### config.mk
export PLATFORM = sky130hd
export DESIGN_NAME = pwr_mode_ctrl
export DESIGN_NICKNAME = d
export VERILOG_FILES = /design/src/rtl/pwr_pkg.sv /design/src/rtl/pwr_ctl_reg.sv /design/src/rtl/rst_qualifier.sv /design/src/rtl/bus_sleep.sv /design/src/rtl/pwr_mode_ctrl.sv
export SDC_FILE = /design/constraint.sdc
export NUM_CORES = 1
export LEC_CHECK = 0
export ABC_CLOCK_PERIOD_IN_PS = 1870
export CORE_ASPECT_RATIO = 0.9
export CORE_MARGIN = 2
export CORE_UTILIZATION = 40
export CTS_CLUSTER_DIAMETER = 50
export CTS_CLUSTER_SIZE = 10
export DETAILED_ROUTE_END_ITERATION = 10
export PLACE_DENSITY_LB_ADDON = 0.05
export SYNTH_ARGS = -nofsm -noshare
export SYNTH_HDL_FRONTEND = slang
export SYNTH_SLANG_ARGS = --single-unit
### constraint.sdc
create_clock -name clk -period 1.87 [get_ports clk]
set_input_delay 0.374 -clock clk [delete_from_list [all_inputs] [get_ports clk]]
set_output_delay 0.374 -clock clk [all_outputs]
set_load 0.01 [all_outputs]
### src/rtl/pwr_pkg.sv
package pwr_pkg;
  localparam int CTL_W     = 8;
  localparam int BIT_BAUD2 = 7;
  localparam int BIT_WDLD  = 5;
  localparam int BIT_FLAG1 = 4;
  localparam int BIT_FLAG0 = 3;
  localparam int BIT_PDN   = 1;
  localparam int BIT_IDLE  = 0;
  // writable bits of the control byte; the others read zero
  localparam logic [CTL_W-1:0] CTL_MASK =
    CTL_W'((1 << BIT_BAUD2) | (1 << BIT_WDLD) | (1 << BIT_FLAG1) |
           (1 << BIT_FLAG0) | (1 << BIT_PDN) | (1 << BIT_IDLE));
endpackage

### src/rtl/pwr_ctl_reg.sv
module pwr_ctl_reg
  import pwr_pkg::*;
(
  input  logic             clk,
  input  logic             rst_n,
  input  logic             clr,
  input  logic             wr_en,
  input  logic [CTL_W-1:0] wdata,
  input  logic             pd_allow,
  input  logic             wdt_reload,
  input  logic             irq_active,
  output logic [CTL_W-1:0] ctl_q
);
  logic [CTL_W-1:0] ctl_nxt;

  always_comb begin
    ctl_nxt = ctl_q;
    if (wr_en) begin
      ctl_nxt = wdata & CTL_MASK;
      // setting power-down needs the permit; clearing never does
      if (!pd_allow && wdata[BIT_PDN]) ctl_nxt[BIT_PDN] = ctl_q[BIT_PDN];
      // power-down wins over idle
      if (ctl_nxt[BIT_PDN]) ctl_nxt[BIT_IDLE] = 1'b0;
    end
    if (wdt_reload) ctl_nxt[BIT_WDLD] = 1'b0;
    if (irq_active && ctl_q[BIT_IDLE]) ctl_nxt[BIT_IDLE] = 1'b0;
  end

  always_ff @(posedge clk or negedge rst_n) begin
    if (!rst_n)   ctl_q <= '0;
    else if (clr) ctl_q <= '0;
    else          ctl_q <= ctl_nxt;
  end
endmodule

### src/rtl/rst_qualifier.sv
module rst_qualifier #(
  parameter int QUAL_CYC = 24
) (
  input  logic clk,
  input  logic rst_n,
  input  logic ext_rst,
  output logic rst_req
);
  localparam int CW = $clog2(QUAL_CYC + 1);
  localparam logic [CW-1:0] CNT_MAX  = CW'(QUAL_CYC);
  localparam logic [CW-1:0] CNT_TRIG = CW'(QUAL_CYC - 1);

  logic [CW-1:0] cnt;

  always_ff @(posedge clk or negedge rst_n) begin
    if (!rst_n)              cnt <= '0;
    else if (!ext_rst)       cnt <= '0;
    else if (cnt != CNT_MAX) cnt <= cnt + 1'b1;
  end

  // true on the edge that samples ext_rst high for the QUAL_CYC-th time
  assign rst_req = ext_rst && (cnt >= CNT_TRIG);
endmodule

### src/rtl/bus_sleep.sv
module bus_sleep #(
  parameter int SYNC_STAGES = 2
) (
  input  logic clk,
  input  logic rst_n,
  input  logic clr,
  input  logic wr_en,
  input  logic wdata,
  input  logic rx_a,
  input  logic rx_b,
  output logic sleep_q
);
  localparam int NRX = 2;

  logic [NRX-1:0] rx_in;
  logic [NRX-1:0] rx_sync;
  logic           dominant;

  assign rx_in = {rx_b, rx_a};

  for (genvar g = 0; g < NRX; g++) begin : g_sync
    logic [SYNC_STAGES-1:0] chain;
    always_ff @(posedge clk or negedge rst_n) begin
      if (!rst_n) chain <= '1;
      else begin
        chain[0] <= rx_in[g];
        for (int s = 1; s < SYNC_STAGES; s++) chain[s] <= chain[s-1];
      end
    end
    assign rx_sync[g] = chain[SYNC_STAGES-1];
  end

  assign dominant = ~&rx_sync;

  always_ff @(posedge clk or negedge rst_n) begin
    if (!rst_n)        sleep_q <= 1'b0;
    else if (clr)      sleep_q <= 1'b0;
    else if (dominant) sleep_q <= 1'b0;
    else if (wr_en)    sleep_q <= wdata;
  end
endmodule

### src/rtl/pwr_mode_ctrl.sv
module pwr_mode_ctrl
  import pwr_pkg::*;
#(
  parameter int RST_QUAL_CYC = 24,
  parameter int SYNC_STAGES  = 2
) (
  input  logic             clk,
  input  logic             rst_n,
  input  logic             ctl_wr_en,
  input  logic [CTL_W-1:0] ctl_wdata,
  output logic [CTL_W-1:0] ctl_rdata,
  input  logic             pd_allow,
  input  logic             wdt_reload,
  input  logic             irq_active,
  input  logic             wdt_ovf,
  input  logic             ext_rst,
  input  logic             sleep_wr_en,
  input  logic             sleep_wdata,
  output logic             sleep_rdata,
  input  logic             rx_a,
  input  logic             rx_b,
  output logic             cpu_clk_en,
  output logic             per_clk_en,
  output logic             bus_clk_en,
  output logic             int_rst
);
  logic             ext_req;
  logic             rst_req;
  logic [CTL_W-1:0] ctl_q;
  logic             sleep_q;

  rst_qualifier #(.QUAL_CYC(RST_QUAL_CYC)) u_qual (
    .clk     (clk),
    .rst_n   (rst_n),
    .ext_rst (ext_rst),
    .rst_req (ext_req)
  );

  assign rst_req = ext_req | wdt_ovf;

  pwr_ctl_reg u_ctl (
    .clk        (clk),
    .rst_n      (rst_n),
    .clr        (rst_req),
    .wr_en      (ctl_wr_en),
    .wdata      (ctl_wdata),
    .pd_allow   (pd_allow),
    .wdt_reload (wdt_reload),
    .irq_active (irq_active),
    .ctl_q      (ctl_q)
  );

  bus_sleep #(.SYNC_STAGES(SYNC_STAGES)) u_sleep (
    .clk     (clk),
    .rst_n   (rst_n),
    .clr     (rst_req),
    .wr_en   (sleep_wr_en),
    .wdata   (sleep_wdata),
    .rx_a    (rx_a),
    .rx_b    (rx_b),
    .sleep_q (sleep_q)
  );

  always_ff @(posedge clk or negedge rst_n) begin
    if (!rst_n) int_rst <= 1'b0;
    else        int_rst <= rst_req;
  end

  assign ctl_rdata   = ctl_q;
  assign sleep_rdata = sleep_q;
  assign cpu_clk_en  = ~(ctl_q[BIT_IDLE] | ctl_q[BIT_PDN]);
  assign per_clk_en  = ~ctl_q[BIT_PDN];
  assign bus_clk_en  = ~sleep_q;
endmodule

* Word level (Yosys, flattened, before mapping)
Index checks and enable logic that the tools add are counted.
** Storage, ports and cells
- Input port bits :: 20
- Register bits after elaboration :: 19
** Cells by class
- Magnitude comparators :: 1
- Muxes and demuxes :: 12
- Equality and inequality tests :: 3
- Add/subtract/negate cells :: 1
- Bitwise gates (word level) :: 5
- Reduce and logical (&&, ||, !) cells :: 8
** Operators by type and width (count)
- $mux 8 :: 2
- $mux 5 :: 2
- $mux 1 :: 8
- $reduce_bool 3->1 :: 2
- $add 5x1->5 const B :: 1
- $ge 5x5->1 const B :: 1
- $ne 5x5->1 const B :: 1
- $logic_and 1x1->1 :: 3
- $ne 3x3->1 const B :: 1
- $not 1->1 :: 3
- $ne 2x1->1 const B :: 1
- $or 1x1->1 :: 2
- $reduce_and 2->1 :: 1
- $reduce_bool 2->1 :: 1
- $logic_not 1->1 :: 1

* Depth between registers and ports, before layout
Gate-level depths: netlist (run 1).
- Word-level depth :: 8
- Depth in mapped cells :: 5

* Hierarchy
Synthesis (run 1) repeated with hierarchy kept, for this count alone.
** Second synthesis, totals
- Cells, all modules :: 66
- Area, all modules :: 784.5 um2
** By module, submodules not included
- rst_qualifier :: seq. area each 125.1 um2, area each 300.3 um2, times used 1, cells each 29
- pwr_ctl_reg :: seq. area each 150.1 um2, area each 287.8 um2, times used 1, cells each 24
- bus_sleep :: seq. area each 130.1 um2, area each 153.9 um2, times used 1, cells each 8
- pwr_mode_ctrl :: seq. area each 25.0 um2, area each 42.5 um2, times used 1, cells each 5

* Least setup slack after synthesis (run 1)
OpenSTA, ideal clock, no wires.
- Kind :: flip-flop to flip-flop
- From :: register u_qual.cnt[0]
- To :: register u_ctl.ctl_q[0]
- Stages on the path, launching flop included :: 5
- Path buffers :: 0
- Arrival :: 1.317 ns
- Slack :: 0.446 ns
- Library setup time :: 0.107 ns
- Clock period less this slack :: 1.424 ns
- Cell sequence :: dfrtp_1 -> ha_1 -> a211oi_2 -> o21bai_4 -> a2111oi_4
** On the way
- Cells in the longest elaborated chain, start to end :: 4
- Elaborated cells between the ends (all ways) :: 5
- Classes of those cells :: order compare: 1; mux: 1; bitwise: 1; reduce/logical: 2
** Ends and longest elaborated chain
- start, declared :: RTL line rst_qualifier.sv:13 : logic [CW-1:0] cnt;
- start signal, assigned :: RTL line rst_qualifier.sv:18 : else if (cnt != CNT_MAX) cnt <= cnt + 1'b1;
- $ge 5x5->1 * :: RTL line rst_qualifier.sv:22 : assign rst_req = ext_rst && (cnt >= CNT_TRIG);
- $logic_and 1x1->1 * :: RTL line rst_qualifier.sv:22
- $or 1x1->1 * :: RTL line pwr_mode_ctrl.sv:39 : assign rst_req = ext_req | wdt_ovf;
- net rst_req :: RTL line pwr_mode_ctrl.sv:28 : logic rst_req;
- $reduce_bool 3->1 (no line) / $mux 8 (equally long branches)
- end signal, assigned :: RTL line pwr_ctl_reg.sv:32 : else ctl_q <= ctl_nxt;
- end, declared :: RTL line pwr_ctl_reg.sv:12 : output logic [CTL_W-1:0] ctl_q
The timed path passes the listed nets; every way through them passes the cells marked *.
A chain may end at the register's enable or synchronous reset.

* Worst setup path after layout (run 1)
- From :: register u_ctl.ctl_q[1]
- To :: output port cpu_clk_en
** On the way
- Cells in the longest elaborated chain, start to end :: 2
** Ends and longest elaborated chain
- $or 1x1->1 :: RTL line pwr_mode_ctrl.sv:71 : assign cpu_clk_en = ~(ctl_q[BIT_IDLE] | ctl_q[BIT_PDN]);
- $not 1->1 :: RTL line pwr_mode_ctrl.sv:71
- end, declared :: RTL line pwr_mode_ctrl.sv:22 : output logic cpu_clk_en,
No other way between the ends.

==> impl_metrics.ini, run 1 <==
[die]
io_pins = 33
dieHeight_um = 45.7
die_w_um = 50.4
rows = 15
die-area_um2 = 2300
core_um2 = 1880
initial_core_util = 0.413

[power]
power.combinational.fraction = 0.176
p_switching_uw = 169
pwr-share-clk = 0.259
pwr-share-seq = 0.565
cellPowerDensity_nw_per_um2 = 649
p_sw_frac = 0.235
p_int_uw = 548
power.leakage_nw = 0.493
vdd_drop_max_uv = 349

[route]
num_vias = 533
totalWireLength_mm = 1.47
first_iter_violations = 6
vias_per_cell = 4.56
ant_nets = 0
post_drt_wl_per_cell_um = 12.5
drcViolationCount = 0
dr.pass1.iters = 4

[final_layout]
design_area_um2 = 1100
final_cell_mix = 28 x clkdlybuf4s50_1, 13 x dfrtp_1, 7 x mux2i_1
fin_nets = 115
syn_to_final_growth_pct = 42.6
post-route-util = 0.589
n_antenna_cell = 0
final_common_cell = clkdlybuf4s50_1
drive_above_1_share = 0.130

[sta]
setup_viol = 0
max_freq_mhz = 575
rsz0062_at_grt = false
fin_setup_tns_ns = 0
fin_crit_sh = 0.930
fin_crit_ns = 1.74
whs_ns = 0.361
hold_viol = 0
finClkSkew_ns = 0.00617
drv_slew = 0

[clock_network]
ctsHtreeMaxLevel = 1
cts_sinks = 17
worstSkewPairLatency_ns = 0.28
cts_tree = yes
cts_made_buffers = 3
cts_resized = 0
cts-root-buf = clkbuf_4
clockBufferDepth = 2
clk_pin_slew_ns = 0.09
cts_setup_buffers = 0
cts_hold_buffers = 0

[grt]
grt_pass1_wl_mm = 2.46
grt_usage = 0.153
overflow = 0
grt_pass1_vias = 531
grt_antenna_before_repair = 0
grt_start_max_net_pins = 18

[logic_synthesis]
synth_cells = 61
synth_top_cell_by_area = dfrtp_1
ys_warn_count = 0
syn_area_um2 = 774
syn_area_per_cell_um2 = 12.7
ys_seq_area_frac = 0.556
ys_ff_latch = 17
yosysTopAreaCellShare = 0.420
ys_types = 24
synth_area_leaders = dfrtp_1 42%, dfstp_2 14%, mux2i_1 9.0%, a2111oi_4 3.6%, xnor2_1 3.4%

[critical_path]
start_kind = register
critPathKind = reg2out
worstReg2RegStart = u_qual.cnt[1]
worstPathArrival_ns = 1.36
rrSetupSlack_ns = 0.31
r2r_cells = 4
critPathMaxFanout = 5
rr_endpoint = u_ctl.ctl_q[0]
cp.required_ns = 1.50
cp-end-kind = primary output

[hold_path]
hold_depth = 0
min_to = u_sleep.g_sync[0].chain[1]
worstHoldPathType = reg2reg
hp-start = u_sleep.g_sync[0].chain[0]

[place]
gp_congestion = 0.645
io_buffers = 28
postPlaceCellArea_um2 = 1080
hpwl_mm = 1.11

[flow_run]
cap_violations = 0

[status]
status = finished, final reports clean
per-layer routing:
layer | share of wire | vias up | GRT usage | routed length (µm)
li1 | - | 266 | - | -
met4 | 0.013 | 0 | 0.0973 | 19
met1 | 0.46 | 240 | 0.195 | 680
met3 | 0.084 | 2 | 0.0526 | 124
met5 | 0 | - | 0 | 0
met2 | 0.44 | 25 | 0.226 | 643
per-stage QoR:
step                power (mW)  setup WS [ns]  cells
CTS                      0.733          0.116    117
finish                   0.717          0.132    117
global route             0.766         0.0636    117
floorplan                0.462          0.446     62
detailed placement       0.539          0.255    113
global placement         0.536          0.259    113
worst max-delay path, cell delays in order (launching register included):
cell,delay (ns)
dfrtp_1,0.43
nor2_1,0.12
clkdlybuf4s50_1,0.53
power by group through the flow:
stage	combinational (mW)	sequential, mW	clock (mW)
6_report	0.126	0.405	0.186
3_3_place_gp	0.126	0.410	0
3_5_place_dp	0.128	0.411	0
4_1_cts	0.128	0.405	0.200
2_1_floorplan	0.0505	0.412	0
5_1_grt	0.138	0.408	0.220
state kept, by name (all words and copies together) (netlist names):
| signal | flops |
|---|---|
| u_ctl.ctl_q | 6 |
| u_qual.cnt | 5 |
| u_sleep.g_sync.chain | 4 |
| int_rst | 1 |
| u_sleep.sleep_q | 1 |
area by class of cell:
type	count	area, µm²
inverters	4	15.0
well taps	25	31.3
flip-flops and latches	17	430
repair buffers	29	288
fillers	168	772
clock buffers	4	26.3
multi-input cells	38	314
logic make-up (layout without fill, tap and decap cells):
family          after synthesis  count (layout)  synth area share
compound gates                6               6             0.111
xor+xnor                      4               4            0.0452
fa+ha+maj                     2               2            0.0323
buf+inv                       7              37            0.0436
flops                        17              17             0.556
mux                           7               7            0.0905
other cells                   1               2           0.00484
simple gates                 17              17             0.116
synth_stat cells:
library cell / instances
dfstp_2: 4
inv_1: 4
nor2_1: 4
buf_4: 2
o211ai_2: 1
nand3_1: 2
nand4b_1: 1
xor2_1: 1
nor3_1: 3
dfrtp_1: 13
nand2_1: 1
xnor2_1: 3
and3_1: 1
nor2b_1: 2
a21oi_1: 1
a211oi_2: 1
conb_1: 1
ha_1: 2
a2111oi_4: 1
o21bai_4: 1
mux2i_1: 7
clkbuf_1: 1
o211a_1: 1
and2_1: 3
worst max path at each step:
stage / start / endpoint / slack [ns] / cells after the start
floorplan: u_qual.cnt[0] / u_ctl.ctl_q[0] / 0.45 / 4
global placement: ext_rst / u_sleep.sleep_q / 0.26 / 4
detailed placement: ext_rst / u_sleep.sleep_q / 0.25 / 4
CTS: u_ctl.ctl_q[1] / cpu_clk_en / 0.12 / 2
global route: u_ctl.ctl_q[1] / cpu_clk_en / 0.06 / 2
finish: u_ctl.ctl_q[1] / cpu_clk_en / 0.13 / 2
Power figures use the tool's default switching activity.
==> run 2: changes to the inputs <==
CAP_MARGIN = 10   (was unset)
==> results of run 2 <==
No change in the layout: final DEF, timing and power equal those of run 1.
==> run 3: changes to the inputs <==
CORE_UTILIZATION = 35   (was 40)
GPL_TIMING_DRIVEN = 0   (was unset)
==> run 3 against run 2 <==
Total power is 1.1% higher. Clock power up 5%. Global-route usage is 2.9 points lower. Core utilization fell by 7.1 points. Largest cell class unchanged. Largest power group unchanged.
==> impl_metrics.ini, run 3 (synthesis results as in run 1) <==
[critical_path]
start_kind = register
cp-end-kind = primary output
critPathMaxFanout = 5
worstPathArrival_ns = 1.39
timing.critical_path.from = u_ctl.ctl_q[1]
critPathKind = reg2out
cp.required_ns = 1.50
worstReg2RegStart = u_qual.cnt[1]

[route]
vias_per_cell = 4.58
drcViolationCount = 0
post_drt_wl_per_cell_um = 11.6
totalWireLength_mm = 1.39
ant_nets = 0
first_iter_violations = 1
dr.pass1.iters = 2
num_vias = 550

[clock_network]
ctsHtreeMaxLevel = 1
clockBufferDepth = 2
cts_tree = yes
clk_pin_slew_ns = 0.10
worstSkewPairLatency_ns = 0.29
cts_made_buffers = 3
cts-root-buf = clkbuf_4
cts_setup_buffers = 0
cts_sinks = 17
cts_resized = 0
cts_hold_buffers = 0

[final_layout]
syn_to_final_growth_pct = 43.3
n_antenna_cell = 0
design_area_um2 = 1110
final_common_cell = clkdlybuf4s50_1
fin_nets = 116
top_regs = u_ctl.ctl_q x6, u_qual.cnt x5, u_sleep.g_sync.chain x4
stdcell_count = 120
final_cell_mix = 27 x clkdlybuf4s50_1, 13 x dfrtp_1, 7 x mux2i_1
largest_reg_flops = 6
drive_above_1_share = 0.151
regMostFlops = u_ctl.ctl_q

[sta]
worst_pin_slew_ns = 0.716
finClkSkew_ns = 0.00209
max_freq_mhz = 568
hold_viol = 0
setup_viol = 0
fin_crit_sh = 0.942
slew_headroom = 0.521
rsz0062_at_grt = false
whs_ns = 0.362
drv_slew = 0
fin_crit_ns = 1.76
fin_setup_tns_ns = 0

[place]
hpwl_mm = 1.05
gp_congestion = 0.705
io_buffers = 27
dp_cells = 116
postPlaceCellArea_um2 = 1080

[power]
pwr-share-seq = 0.557
cellPowerDensity_nw_per_um2 = 653
p_switching_uw = 180
p_int_uw = 545
p_sw_frac = 0.248
vdd_drop_max_uv = 511
pwr-share-clk = 0.269
power.leakage_nw = 0.499
power_uw = 725
power.combinational.fraction = 0.174

[die]
core_um2 = 2140
die-area_um2 = 2610
dieHeight_um = 48.6
die_w_um = 53.6
initial_core_util = 0.362
io_pins = 33
rows = 16

[grt]
grt_pass1_vias = 506
overflow = 0
grt_usage = 0.124
grt_antenna_before_repair = 0
grt_start_max_net_pins = 18
grt_pass1_wl_mm = 2.34

[status]
status = finished, final reports clean

[flow_run]
cap_violations = 0

[hold_path]
worstHoldPathType = reg2reg
hp-start = u_sleep.g_sync[0].chain[0]
-- run 3: cell types whose count changed in the layout (fill, tap and decap cells not counted), sizes merged --
cell / before / now
buf: 1 / 2
clkdlybuf4s50: 28 / 27
clkinv: 0 / 1
-- run 3: power by group through the flow --
stage / Clock [mW] / Sequential, mW / Combinational (mW)
global placement: 0 / 0.409 / 0.127
global route: 0.225 / 0.406 / 0.138
finish: 0.195 / 0.404 / 0.126
floorplan: 0 / 0.412 / 0.0505
CTS: 0.203 / 0.404 / 0.129
detailed placement: 0 / 0.410 / 0.129
-- run 3: per-layer routing --
layer,global-route usage,vias up,share of wire
li1,-,264,-
met1,0.174,265,0.43
met2,0.181,17,0.48
met3,0.0309,4,0.066
met4,0.0513,0,0.018
met5,0,-,0
-- run 3: area by class of cell --
| type | instances | area [µm²] |
|---|---|---|
| Timing Repair Buffer | 27 | 270 |
| Clock buffer | 3 | 22.5 |
| Fill cell | 193 | 1030 |
| Buffer | 3 | 18.8 |
| Clock inverter | 1 | 5.00 |
| Tap cell | 27 | 33.8 |
| Multi-Input combinational cell | 38 | 314 |
| Sequential cell | 17 | 430 |
| Inverter | 4 | 15.0 |
-- run 3: critical path, stage by stage (launching register included) --
cell             delay, ns
dfrtp_1               0.43
nor2_1                0.12
clkdlybuf4s50_1       0.54
-- run 3: stage by stage --
step                      worst slack, ns  utilization
after floorplan                     0.446            -
after global placement              0.212        0.505
after detailed placement            0.225        0.505
after CTS                          0.0930        0.518
after global routing               0.0276        0.518
final                               0.108        0.518
-- run 3: worst paths after layout --
kind,to,slack [ns],cells after the start
setup / recovery,cpu_clk_en,0.11,2
hold / removal,u_sleep.g_sync[0].chain[1],0.36,0
setup reg to reg,u_ctl.ctl_q[0],0.32,4
hold reg to reg,u_sleep.g_sync[0].chain[1],0.36,0
max in group asynchronous,u_ctl.ctl_q[7],0.92,1
min in group asynchronous,u_qual.cnt[0],0.51,1
